===== config.mk =====
export PLATFORM = sky130hd
export DESIGN_NAME = ir_carrier_gen
export DESIGN_NICKNAME = d
export VERILOG_FILES = /design/src/rtl/ir_carrier_pkg.sv /design/src/rtl/ir_rst_sync.sv /design/src/rtl/ir_ctrl_reg.sv /design/src/rtl/ir_carrier_div.sv /design/src/rtl/ir_tick_div.sv /design/src/rtl/ir_carrier_gen.sv
export SDC_FILE = /design/constraint.sdc
export NUM_CORES = 1
export LEC_CHECK = 0
export ABC_AREA = 1
export BUFFER_PORTS_ARGS = -buffer_cell sky130_fd_sc_hd__buf_2
export CORE_ASPECT_RATIO = 0.9
export CORE_MARGIN = 1
export CORE_UTILIZATION = 55
export CTS_BUF_LIST = sky130_fd_sc_hd__clkbuf_2
export DETAILED_ROUTE_END_ITERATION = 12
export GPL_TIMING_DRIVEN = 0
export PLACE_DENSITY = 0.8
export SYNTH_ARGS = -nofsm -noshare
export SYNTH_HDL_FRONTEND = slang
export SYNTH_SLANG_ARGS = --single-unit

===== constraint.sdc =====
create_clock -name clk -period 2.15 [get_ports clk]
set_input_delay 0.215 -clock clk [delete_from_list [all_inputs] [get_ports clk]]
set_output_delay 0.215 -clock clk [all_outputs]
set_load 0.01 [all_outputs]

===== src/rtl/ir_carrier_pkg.sv =====
package ir_carrier_pkg;

  // Carrier-related fields of the control register, in register bit order [3:0]
  typedef struct packed {
    logic       half;   // bit 3: double carrier period and tick interval
    logic       off;    // bit 2: carrier parked high
    logic [1:0] mode;   // bits 1:0: divide ratio and duty
  } car_cfg_t;

  localparam logic [7:0] CTRL_RST = 8'b0000_0011;

endpackage


===== src/rtl/ir_rst_sync.sv =====
module ir_rst_sync #(
  parameter int STAGES = 2
) (
  input  logic clk,
  input  logic rst_n,
  output logic rst_sync_n
);

  logic [STAGES-1:0] sync_q;
  logic [STAGES-1:0] sync_d;

  always_comb begin
    sync_d = {sync_q[STAGES-2:0], 1'b1};
  end

  always_ff @(posedge clk or negedge rst_n) begin
    if (!rst_n) sync_q <= '0;
    else        sync_q <= sync_d;
  end

  assign rst_sync_n = sync_q[STAGES-1];

endmodule


===== src/rtl/ir_ctrl_reg.sv =====
module ir_ctrl_reg
  import ir_carrier_pkg::*;
(
  input  logic       clk,
  input  logic       rst_n,
  input  logic       wr_en,
  input  logic [7:0] wr_data,
  output logic [7:0] ctrl_q,
  output car_cfg_t   cfg_o,
  output logic [2:0] dptr_o
);

  logic [7:0] ctrl_d;

  // Bit 7 is not storable: it is forced to zero on every write.
  always_comb begin
    ctrl_d = {1'b0, wr_data[6:0]};
  end

  always_ff @(posedge clk or negedge rst_n) begin
    if (!rst_n)     ctrl_q <= CTRL_RST;
    else if (wr_en) ctrl_q <= ctrl_d;
  end

  assign cfg_o  = car_cfg_t'(ctrl_q[3:0]);
  assign dptr_o = ctrl_q[6:4];

endmodule


===== src/rtl/ir_carrier_div.sv =====
module ir_carrier_div
  import ir_carrier_pkg::*;
#(
  parameter int DIV0       = 8,
  parameter int DIV1       = 64,
  parameter int DIV2       = 96,
  parameter int DIV3       = 96,
  parameter int THIRD_MODE = 3
) (
  input  logic     clk,
  input  logic     rst_n,
  input  car_cfg_t cfg_i,
  output car_cfg_t act_o,
  output logic     wrap_o,
  output logic     carrier_o
);

  localparam int MAX01   = (DIV0 > DIV1) ? DIV0 : DIV1;
  localparam int MAX23   = (DIV2 > DIV3) ? DIV2 : DIV3;
  localparam int MAX_DIV = (MAX01 > MAX23) ? MAX01 : MAX23;
  localparam int CNT_W   = $clog2(2 * MAX_DIV);

  function automatic int base_f(logic [1:0] m);
    case (m)
      2'd0:    return DIV0;
      2'd1:    return DIV1;
      2'd2:    return DIV2;
      default: return DIV3;
    endcase
  endfunction

  function automatic int period_f(car_cfg_t c);
    return c.half ? 2 * base_f(c.mode) : base_f(c.mode);
  endfunction

  function automatic logic [CNT_W-1:0] last_f(car_cfg_t c);
    return CNT_W'(period_f(c) - 1);
  endfunction

  function automatic logic [CNT_W-1:0] high_f(car_cfg_t c);
    int p;
    p = period_f(c);
    return (int'(c.mode) == THIRD_MODE) ? CNT_W'(p / 3) : CNT_W'(p / 2);
  endfunction

  logic [CNT_W-1:0] cnt_q, cnt_d;
  car_cfg_t         act_q, act_d;
  logic             car_q, car_d;
  logic             wrap;

  // Next state: the live setting is swapped only on the wrap cycle.
  always_comb begin
    wrap  = (cnt_q == last_f(act_q));
    act_d = wrap ? cfg_i : act_q;
    cnt_d = wrap ? '0 : cnt_q + 1'b1;
    car_d = act_d.off | (cnt_d < high_f(act_d));
  end

  always_ff @(posedge clk or negedge rst_n) begin
    if (!rst_n) begin
      cnt_q <= '0;
      act_q <= car_cfg_t'(CTRL_RST[3:0]);
      car_q <= 1'b1;
    end else begin
      cnt_q <= cnt_d;
      act_q <= act_d;
      car_q <= car_d;
    end
  end

  assign act_o     = act_q;
  assign wrap_o    = wrap;
  assign carrier_o = car_q;

endmodule


===== src/rtl/ir_tick_div.sv =====
module ir_tick_div
  import ir_carrier_pkg::*;
#(
  parameter int TICK_BASE = 64
) (
  input  logic clk,
  input  logic rst_n,
  input  logic half_i,
  output logic tick_o
);

  localparam int CNT_W = $clog2(2 * TICK_BASE);

  logic [CNT_W-1:0] cnt_q, cnt_d, last;
  logic             half_q;
  logic             tick_q, tick_d;
  logic             restart;

  always_comb begin
    restart = half_i ^ half_q;
    last    = half_q ? CNT_W'(2 * TICK_BASE - 1) : CNT_W'(TICK_BASE - 1);
    cnt_d   = (restart || (cnt_q == last)) ? '0 : cnt_q + 1'b1;
    tick_d  = !restart && (cnt_q == last);
  end

  always_ff @(posedge clk or negedge rst_n) begin
    if (!rst_n) begin
      cnt_q  <= '0;
      half_q <= CTRL_RST[3];
      tick_q <= 1'b0;
    end else begin
      cnt_q  <= cnt_d;
      half_q <= half_i;
      tick_q <= tick_d;
    end
  end

  assign tick_o = tick_q;

endmodule


===== src/rtl/ir_carrier_gen.sv =====
module ir_carrier_gen
  import ir_carrier_pkg::*;
#(
  parameter int SYNC_STAGES = 2,
  parameter int DIV0        = 8,
  parameter int DIV1        = 64,
  parameter int DIV2        = 96,
  parameter int DIV3        = 96,
  parameter int THIRD_MODE  = 3,
  parameter int TICK_BASE   = 64
) (
  input  logic       clk,
  input  logic       rst_n,
  input  logic       wr_en,
  input  logic [7:0] wr_data,
  output logic [7:0] ctrl_q,
  output logic [2:0] dptr_o,
  output logic       carrier_o,
  output logic       tick_o
);

  logic     rst_sync_n;
  car_cfg_t cfg;
  car_cfg_t car_act;
  logic     car_wrap;

  ir_rst_sync #(.STAGES(SYNC_STAGES)) rst_i (
    .clk        (clk),
    .rst_n      (rst_n),
    .rst_sync_n (rst_sync_n)
  );

  ir_ctrl_reg reg_i (
    .clk     (clk),
    .rst_n   (rst_sync_n),
    .wr_en   (wr_en),
    .wr_data (wr_data),
    .ctrl_q  (ctrl_q),
    .cfg_o   (cfg),
    .dptr_o  (dptr_o)
  );

  ir_carrier_div #(
    .DIV0(DIV0), .DIV1(DIV1), .DIV2(DIV2), .DIV3(DIV3), .THIRD_MODE(THIRD_MODE)
  ) car_i (
    .clk       (clk),
    .rst_n     (rst_sync_n),
    .cfg_i     (cfg),
    .act_o     (car_act),
    .wrap_o    (car_wrap),
    .carrier_o (carrier_o)
  );

  ir_tick_div #(.TICK_BASE(TICK_BASE)) tick_i (
    .clk    (clk),
    .rst_n  (rst_sync_n),
    .half_i (cfg.half),
    .tick_o (tick_o)
  );

endmodule


==> metrics.cfg, run 1 <==
[clocking]
root_buffer = clkbuf_2
path_clk_slew_ps = 150
clk_latency_ps = 390
h-tree-depth = 2
cts_buffers = 5
cts_num_sinks = 31
cts_tree = done
cts_buffer_depth = 2

[route]
postRouteAntennaNets = 0
drc = 0
drtPass1Iterations = 4
drt_iter0_drc = 65
viasPerCell = 5.12
vias = 1433
routedWlPerCell_um = 12.5
drt-total-wl_mm = 3.50

[min_path]
holdPathEnd = reg_i.ctrl_q[3]
hp-start = wr_data[3]
hold_class = in2reg
hold_depth = 3

[global_routing]
grt_pass1_wl_mm = 6.00
antenna_found_initial = 0
first_global_vias = 1353
grt_overflow_total = 0
grt_max_degree = 30
grtUsageTotal = 0.241

[timing]
grt_setup_unrepaired = yes
finalCritPeriodShare = 1.43
finalWorstSetupSlack_ps = -934
relSlewSlack = 0.266
finalSetupViolCount = 1
slew_violations = 0
min_period_ps = 3080
fin_worst_skew_ps = 21.4
hold_viol = 0
fmax_ghz = 0.324
worst-slew-pin-transition_ps = 1100
holdWs_ps = 41.0

[place]
gp_congestion = 0.839
dp.cells = 263
hpwl_mm = 2.32
placed_area_um2 = 1880
portBuffers = 20

[pwr]
total_power_mw = 1.05
leakage_nw = 1.13
p_per_area_nw_per_um2 = 495
ir_drop_uv = 496

[synth]
synth-warning-count = 0
synth_edf_count = 0
netlist_area_um2 = 1730
ys.flop_type = dfrtp_1
synthTopCellsByArea = dfrtp_1 38%, nand2_1 10%, dfstp_2 7.6%
synth_area_per_cell_um2 = 8.54
synthCells = 203
synth_fp_nets = 222
yosys.area.top_type = dfrtp_1
synth.distinct_cells = 30
ys_seq_area_frac = 0.451
synthMostInstantiatedCell = nand2_1
ys_top_cells_by_count = 46 x nand2_1, 30 x inv_1, 26 x dfrtp_1
yosysTopAreaCellShare = 0.375
synth_seq_cells = 31
synth-async-reset-ratio = 1.00

[finish]
layout-drive-gt1-share = 0.367
multi_input_area_um2 = 897
num_antenna_cells = 0
fillCellCount = 228
area_growth_pct = 22.1
layoutNonFillerInstCount = 280
seqCellArea_um2 = 782
design_area_um2 = 2120
fin_nets = 258

[die]
io_pins = 24
rows = 18
coreArea_um2 = 2860
die_h_um = 55.3
start_util = 0.606
die_area_um2 = 3380
die_width_um = 61.2

[setup_path]
r2r_cells = 26
r2r-end = car_i.carrier_o
critical_path_class = reg2reg
critPathMostFrequentCell = nand2_2
startpoint_type = flop
crit_fanout = 6
r2r_slack_ps = -930
worst_ep_arrival_time_ps = 3400
cp-end-kind = flop
crit_slowest_cell = dfstp_2
r2r-start = car_i.act_o[1]
crit_required_ps = 2470
cpPeakStageDelay_ps = 680

[flow_run]
cap_violations = 0

[outcome]
violations = setup timing
status = complete, but fails checks

-- routing by layer --
| metal | part of all wire | track usage |
|---|---|---|
| met2 | 0.47 | 0.357 |
| met4 | 0.016 | 0.0714 |
| met1 | 0.45 | 0.331 |
| met5 | 0 | 0 |
| met3 | 0.064 | 0.0843 |
-- cell type report --
| type | count | share of cell area |
|---|---|---|
| flip-flops and latches | 31 | 0.369 |
| plain buffers | 7 | 0.0266 |
| clock buffers | 8 | 0.0189 |
| well taps | 40 | 0.0236 |
| inverters | 31 | 0.0561 |
| repair buffers | 29 | 0.0821 |
| multi-input cells | 134 | 0.424 |
-- flip-flops by register name, indices dropped and copies added, names as in the netlist --
signal           flops
car_i.carrier_o      1
reg_i.ctrl_q         7
tick_i.half_q        1
car_i.cnt_q          8
car_i.act_o          4
tick_i.cnt_q         7
tick_i.tick_o        1
rst_i.sync_q         2
-- cell families after synthesis --
logic type | after synthesis | share of synthesized area
AND/OR/NAND/NOR | 103 | 0.304
buffers and inverters | 38 | 0.0974
flip-flops | 31 | 0.451
AO/OA/AOI/OAI | 13 | 0.0390
adder cells (fa/ha/maj) | 8 | 0.0577
XOR/XNOR | 4 | 0.0202
multiplexers | 4 | 0.0260
other | 2 | 0.00433
-- placed cells by master (no fill, tap or decap), drive strengths merged, types with 5 or more instances in the layout --
cell type,instances
nor2,19
nand2,52
inv,31
nand4,8
o21ai,9
dfrtp,26
clkbuf,9
nand3,20
dfstp,5
ha,8
buf,34
-- power by group --
group	switching (mW)	internal [mW]
sequential	0.0329	0.618
clock	0.193	0.0958
combinational	0.0529	0.0551
-- how the worst max path moves through the flow --
stage | startpoint | to | slack [ps] | depth (start not counted)
floorplan | car_i.act_o[1] | car_i.carrier_o | -590 | 26
global placement | car_i.act_o[1] | car_i.carrier_o | -860 | 26
detailed placement | car_i.act_o[1] | car_i.carrier_o | -940 | 26
CTS | car_i.act_o[1] | car_i.carrier_o | -870 | 26
global route | car_i.act_o[1] | car_i.carrier_o | -1140 | 26
finish | car_i.act_o[1] | car_i.carrier_o | -930 | 26
-- what timing repair did --
action | in CTS | in global routing
resized for setup | 26 | 7
pin swaps | 13 | 7
buffers inserted | 6 | 2
hold buffers | 1 | 0
gates cloned | 0 | 0
endpoints found under the setup margin | 1 | 1
endpoints found under the hold margin | 2 | 0
-- through the flow --
stage,setup WS (ps),util,TNS (ps)
5_1_grt,-1140,0.741,-1140
3_5_place_dp,-942,0.659,-942
6_report,-934,0.741,-934
4_1_cts,-865,0.727,-865
2_1_floorplan,-595,-,-595
3_3_place_gp,-861,0.659,-861
-- critical path: cells and delay by family, from the launching register on --
kind / cells / cell delay, ps
buffers and inverters: 4 / 310
AOI/OAI and AO/OA: 3 / 370
and+or+nand+nor: 17 / 1300
adders and majority gates: 2 / 360
DFF: 1 / 680
(Power assumes the default switching activity.)
==> inputs of run 2 (changes only) <==
ABC_AREA = unset   (was 1)
CORE_UTILIZATION = 28   (was 55)
PLACE_DENSITY = 0.48   (was 0.8)
SETUP_SLACK_MARGIN = 0.1   (was unset)
==> run 2 against run 1 <==
Compared with the run above:
- the flow still finishes with violations (setup timing)
- area after synthesis is 1.6% lower
- final cell count is 5.4% lower
- sequential share of layout area increased by 0.55 points
- non-clock buffer count up 2
- combinational power increased to 5.8 times the previous value
- design area down 1.3%
- clock skew is 8.4 ps lower
- die area rose by 90%
- hold slack improved by 31 ps
- setup slack got worse by 260 ps
- critical endpoint unchanged
- highest routed layer unchanged
==> metrics.cfg, run 2 <==
[route]
postRouteAntennaNets = 0
vias = 1201
drt-total-wl_mm = 3.24
routedWlPerCell_um = 12.2
drtPass1Iterations = 4
drc = 0
viasPerCell = 4.53
drt_iter0_drc = 38

[setup_path]
r2r-start = car_i.act_o[1]
startpoint = car_i.act_o[1]
r2r_cells = 15
r2r-end = car_i.carrier_o
crit_required_ps = 2440
critical_path_class = reg2reg
startpoint_type = flop
cp-end-kind = flop
r2r_slack_ps = -1190
setup.worst_path.end = car_i.carrier_o
worst_ep_arrival_time_ps = 3640
crit_fanout = 5

[finish]
top_regs = car_i.cnt_q (8), reg_i.ctrl_q (7), tick_i.cnt_q (7)
design_area_um2 = 2090
layout-drive-gt1-share = 0.369
largest_reg_flops = 8
fin_nets = 213
largest_register = car_i.cnt_q
layout_commonest_cell = dfrtp_1
area_growth_pct = 22.5
final_cell_mix = 25 x dfrtp_1, 24 x nor2_1, 20 x buf_2, 14 x mux2_2, 11 x buf_4
num_antenna_cells = 0

[global_routing]
grt_pass1_wl_mm = 5.79
grt_max_degree = 30
antenna_found_initial = 0
first_global_vias = 1260
grtUsageTotal = 0.116
grt_overflow_total = 0

[die]
die_area_um2 = 6410
start_util = 0.295
die_width_um = 84.3
die_h_um = 76.1
rows = 26
coreArea_um2 = 5790
io_pins = 24

[synth]
ys_seq_area_frac = 0.458
yosysTopAreaCellShare = 0.381
synth_seq_cells = 31
synth-async-reset-ratio = 1.00
synthTopCellsByArea = dfrtp_1 38%, mux2_2 11%, dfstp_2 7.7%
synth.distinct_cells = 32
netlist_area_um2 = 1710
synth-warning-count = 0
yosys.area.top_type = dfrtp_1
ys_top_cells_by_count = 26 x dfrtp_1, 24 x nor2_1, 17 x mux2_2
synthMostInstantiatedCell = dfrtp_1
synth_fp_nets = 180
synth_edf_count = 0
synthCells = 161
ys.flop_type = dfrtp_1
synth_area_per_cell_um2 = 10.6

[timing]
fmax_ghz = 0.299
slew_violations = 0
worst-slew-pin-transition_ps = 657
finalWorstSetupSlack_ps = -1190
finalSetupViolCount = 2
min_period_ps = 3340
grt_setup_unrepaired = yes
relSlewSlack = 0.562
holdWs_ps = 71.9
hold_viol = 0
finalCritPeriodShare = 1.56
fin_worst_skew_ps = 13.0

[clocking]
path_clk_slew_ps = 170
cts_tree = done
cts_buffers = 5
cts_buffer_depth = 2
root_buffer = clkbuf_2
h-tree-depth = 2
clk_latency_ps = 360
postCtsResizedCells = 0
cts_num_sinks = 31

[flow_run]
cap_violations = 0

[place]
preCtsSetupSlack_ps = -1490
gp_congestion = 0.737
placed_area_um2 = 1950
portBuffers = 20
hpwl_mm = 2.27

[pwr]
ir_drop_uv = 408
leakage_nw = 0.910
total_power_mw = 1.92
p_per_area_nw_per_um2 = 916

[outcome]
violations = setup timing
status = complete, but fails checks

[min_path]
hold_class = in2reg

-- run 2: cells by family after synthesis --
group	count (synthesis)	share of synthesized area
AND/OR/NAND/NOR	50	0.145
flip-flops	31	0.458
multiplexers	21	0.136
AO/OA/AOI/OAI	19	0.0653
XOR/XNOR	16	0.0821
buffers and inverters	14	0.0506
adder cells (fa/ha/maj)	8	0.0587
other	2	0.00440
-- run 2: cell type report --
type	count	area, µm²
plain buffers	12	86.3
clock buffers	6	30.0
clock inverters	2	60.1
fillers	605	3700
inverters	2	7.51
multi-input cells	116	888
flip-flops and latches	31	783
well taps	70	87.6
repair buffers	26	148
-- run 2: what timing repair did --
action,4_1_cts,5_1_grt
setup endpoints to repair,12,10
pin swaps,2,0
buffers inserted,4,1
hold buffers,1,0
cloned,0,0
hold endpoints to repair,2,0
-- run 2: worst min path at each step --
stage,startpoint,to,slack [ps],cells past startpoint
6_report,wr_data[3],reg_i.ctrl_q[3],70,2
5_1_grt,wr_data[0],reg_i.ctrl_q[0],20,2
4_1_cts,wr_data[3],reg_i.ctrl_q[3],30,2
3_5_place_dp,rst_n,rst_i.sync_q[0],2,1
3_3_place_gp,rst_n,rst_i.sync_q[0],2,1
2_1_floorplan,rst_n,rst_i.sync_q[0],-80,0
-- run 2: critical path: stages (launching register included) --
cell and delay (ps):
dfstp_2 600, nor3_1 100, a221o_1 360, nor4_4 270, buf_4 190, mux2_4 320
ha_4 160, and3_1 150, nor2_1 100, mux2_4 160, ha_4 180, o211ai_1 170
a21oi_1 100, a211oi_2 180, a21oi_1 90, mux2i_1 150
-- run 2: per-stage QoR --
step | util | cells | setup TNS, ps
after floorplan | - | 161 | -1180
after global placement | 0.337 | 251 | -2890
after detailed placement | 0.337 | 251 | -2240
after CTS | 0.360 | 264 | -1200
after global routing | 0.361 | 265 | -1580
final | 0.361 | 265 | -1210
-- run 2: report_power, final --
| group | internal, mW | switching (mW) |
|---|---|---|
| sequential | 0.677 | 0.0892 |
| combinational | 0.313 | 0.309 |
| clock | 0.319 | 0.209 |
| total | 1.31 | 0.607 |
-- run 2: layer usage --
layer | vias up | global-route usage | wire, µm | share of wire
li1 | 611 | - | - | -
met1 | 558 | 0.147 | 1600 | 0.49
met2 | 26 | 0.180 | 1430 | 0.44
met3 | 6 | 0.0379 | 154 | 0.048
met4 | 0 | 0.0517 | 60 | 0.019
met5 | - | 0 | 0 | 0
==> inputs of run 3 (changes only) <==
clock period = 3.2 ns   (was 2.15 ns; I/O delays follow)
==> run 3 against run 2 <==
Compared with the run above:
- combinational power is 33% lower
- power is 33% lower
- wire length stayed put
- design area stayed put
- via count stayed put
- first-iteration DRC count stayed put
- critical endpoint unchanged
- non-clock buffer count stayed put
- the flow still finishes with violations (setup timing)
- largest power group unchanged
- sequential share of layout area stayed put
- largest cell class unchanged
==> metrics.cfg, run 3 (synthesized netlist as in run 2, its figures left out) <==
[global_routing]
first_global_vias = 1260
grt_overflow_total = 0
antenna_found_initial = 0
grt_pass1_wl_mm = 5.79
grt_max_degree = 30
grtUsageTotal = 0.116

[place]
hpwl_mm = 2.27
gp_congestion = 0.737
portBuffers = 20

[clocking]
root_buffer = clkbuf_2
cts_buffer_depth = 2
h-tree-depth = 2
cts_buffers = 5
clk_latency_ps = 360
postCtsResizedCells = 0
cts_tree = done
path_clk_slew_ps = 170
cts_num_sinks = 31

[setup_path]
crit_slowest_cell = dfstp_2
startpoint_type = flop
critical_path_class = reg2reg
crit_fanout = 5
crit_required_ps = 3490
cpPeakStageDelay_ps = 600
path_cells = nor3_1, a221o_1, nor4_4, buf_4, mux2_4, ha_4, and3_1, nor2_1, mux2_4, ha_4, o211ai_1, a21oi_1, a211oi_2, a21oi_1, mux2i_1
cp-end-kind = flop
worst_ep_arrival_time_ps = 3640

[timing]
slew_violations = 0
finalWorstSetupSlack_ps = -145
finalSetupViolCount = 1
worst-slew-pin-transition_ps = 657
finalCritPeriodShare = 1.05
hold_viol = 0
relSlewSlack = 0.562
grt_setup_unrepaired = yes
min_period_ps = 3340
setup_tns_ps = -145
fmax_ghz = 0.299
fin_worst_skew_ps = 13.0

[finish]
multi_input_area_um2 = 888
fin_nets = 213
seqCellArea_um2 = 783
area_growth_pct = 22.5
largest_register = car_i.cnt_q
layout_commonest_cell = dfrtp_1
final_cell_mix = 25 x dfrtp_1, 24 x nor2_1, 20 x buf_2, 14 x mux2_2, 11 x buf_4
num_antenna_cells = 0
layout-drive-gt1-share = 0.369
largest_reg_flops = 8
top_regs = car_i.cnt_q (8), reg_i.ctrl_q (7), tick_i.cnt_q (7)
fillCellCount = 605

[die]
coreArea_um2 = 5790
die_area_um2 = 6410
die_h_um = 76.1
rows = 26
io_pins = 24
die_width_um = 84.3
start_util = 0.295

[pwr]
p_per_area_nw_per_um2 = 616
ir_drop_uv = 274
total_power_mw = 1.29
leakage_nw = 0.910

[flow_run]
cap_violations = 0

[min_path]
hold_class = in2reg

[route]
drt_iter0_drc = 38
vias = 1201
postRouteAntennaNets = 0
drt-total-wl_mm = 3.24
drc = 0
routedWlPerCell_um = 12.2
viasPerCell = 4.53
drtPass1Iterations = 4

[outcome]
violations = setup timing
status = complete, but fails checks

==> run 3: cell counts in the layout (fill, tap and decap cells not counted) <==
Identical to the previous run, type by type.
==> run 3: final timing paths <==
path / start / endpoint / slack (ps) / cells after the start
max in group asynchronous: rst_i.sync_q[1] / car_i.cnt_q[0] / 2460 / 0
setup / recovery: car_i.act_o[1] / car_i.carrier_o / -140 / 15
hold / removal: wr_data[3] / reg_i.ctrl_q[3] / 180 / 2
min in group asynchronous: rst_n / rst_i.sync_q[1] / 240 / 2
hold reg to reg: rst_i.sync_q[1] / tick_i.cnt_q[4] / 310 / 0
setup reg to reg: car_i.act_o[1] / car_i.carrier_o / -140 / 15
==> run 3: final cells by class <==
cell class	count	share of cell area
Multi-Input combinational cell	116	0.425
Sequential cell	31	0.375
Timing Repair Buffer	26	0.0706
Tap cell	70	0.0419
Buffer	12	0.0413
Clock inverter	2	0.0287
Clock buffer	6	0.0144
Inverter	2	0.00359
==> run 3: worst max-delay path, delay by kind of cell, from the launching register on <==
kind,cells,cell delay (ps)
adder cells (fa/ha/maj),2,340
AND/OR/NAND/NOR,4,620
buffers and inverters,1,190
flip-flops,1,600
AO/OA/AOI/OAI,5,900
multiplexers,3,630
==> run 3: timing repair <==
item,4_1_cts,5_1_grt
setup buffers,4,1
hold buffers,1,0
pin swaps,2,0
gates cloned,0,0
hold endpoints to repair,2,0
setup endpoints to repair,1,1
==> run 3: power by group <==
group	internal (mW)	switching [mW]
logic	0.210	0.207
registers	0.455	0.0599
clock network	0.214	0.141
total	0.879	0.408
==> run 3: per-layer routing <==
layer / up-vias / routed length [µm] / GRT usage
met5: - / 0 / 0
met4: 0 / 60 / 0.0517
met3: 6 / 154 / 0.0379
met2: 26 / 1430 / 0.180
met1: 558 / 1600 / 0.147
li1: 611 / - / -
==> run 3: stage by stage <==
step	setup slack (ps)	instance area, µm²	util	hold slack [ps]	std cells
after floorplan	-130	1760	-	24.4	161
after global placement	-522	1950	0.337	107	251
after detailed placement	-441	1950	0.337	107	251
after CTS	-154	2080	0.360	135	264
after global routing	-326	2090	0.361	126	265
final	-145	2090	0.361	177	265
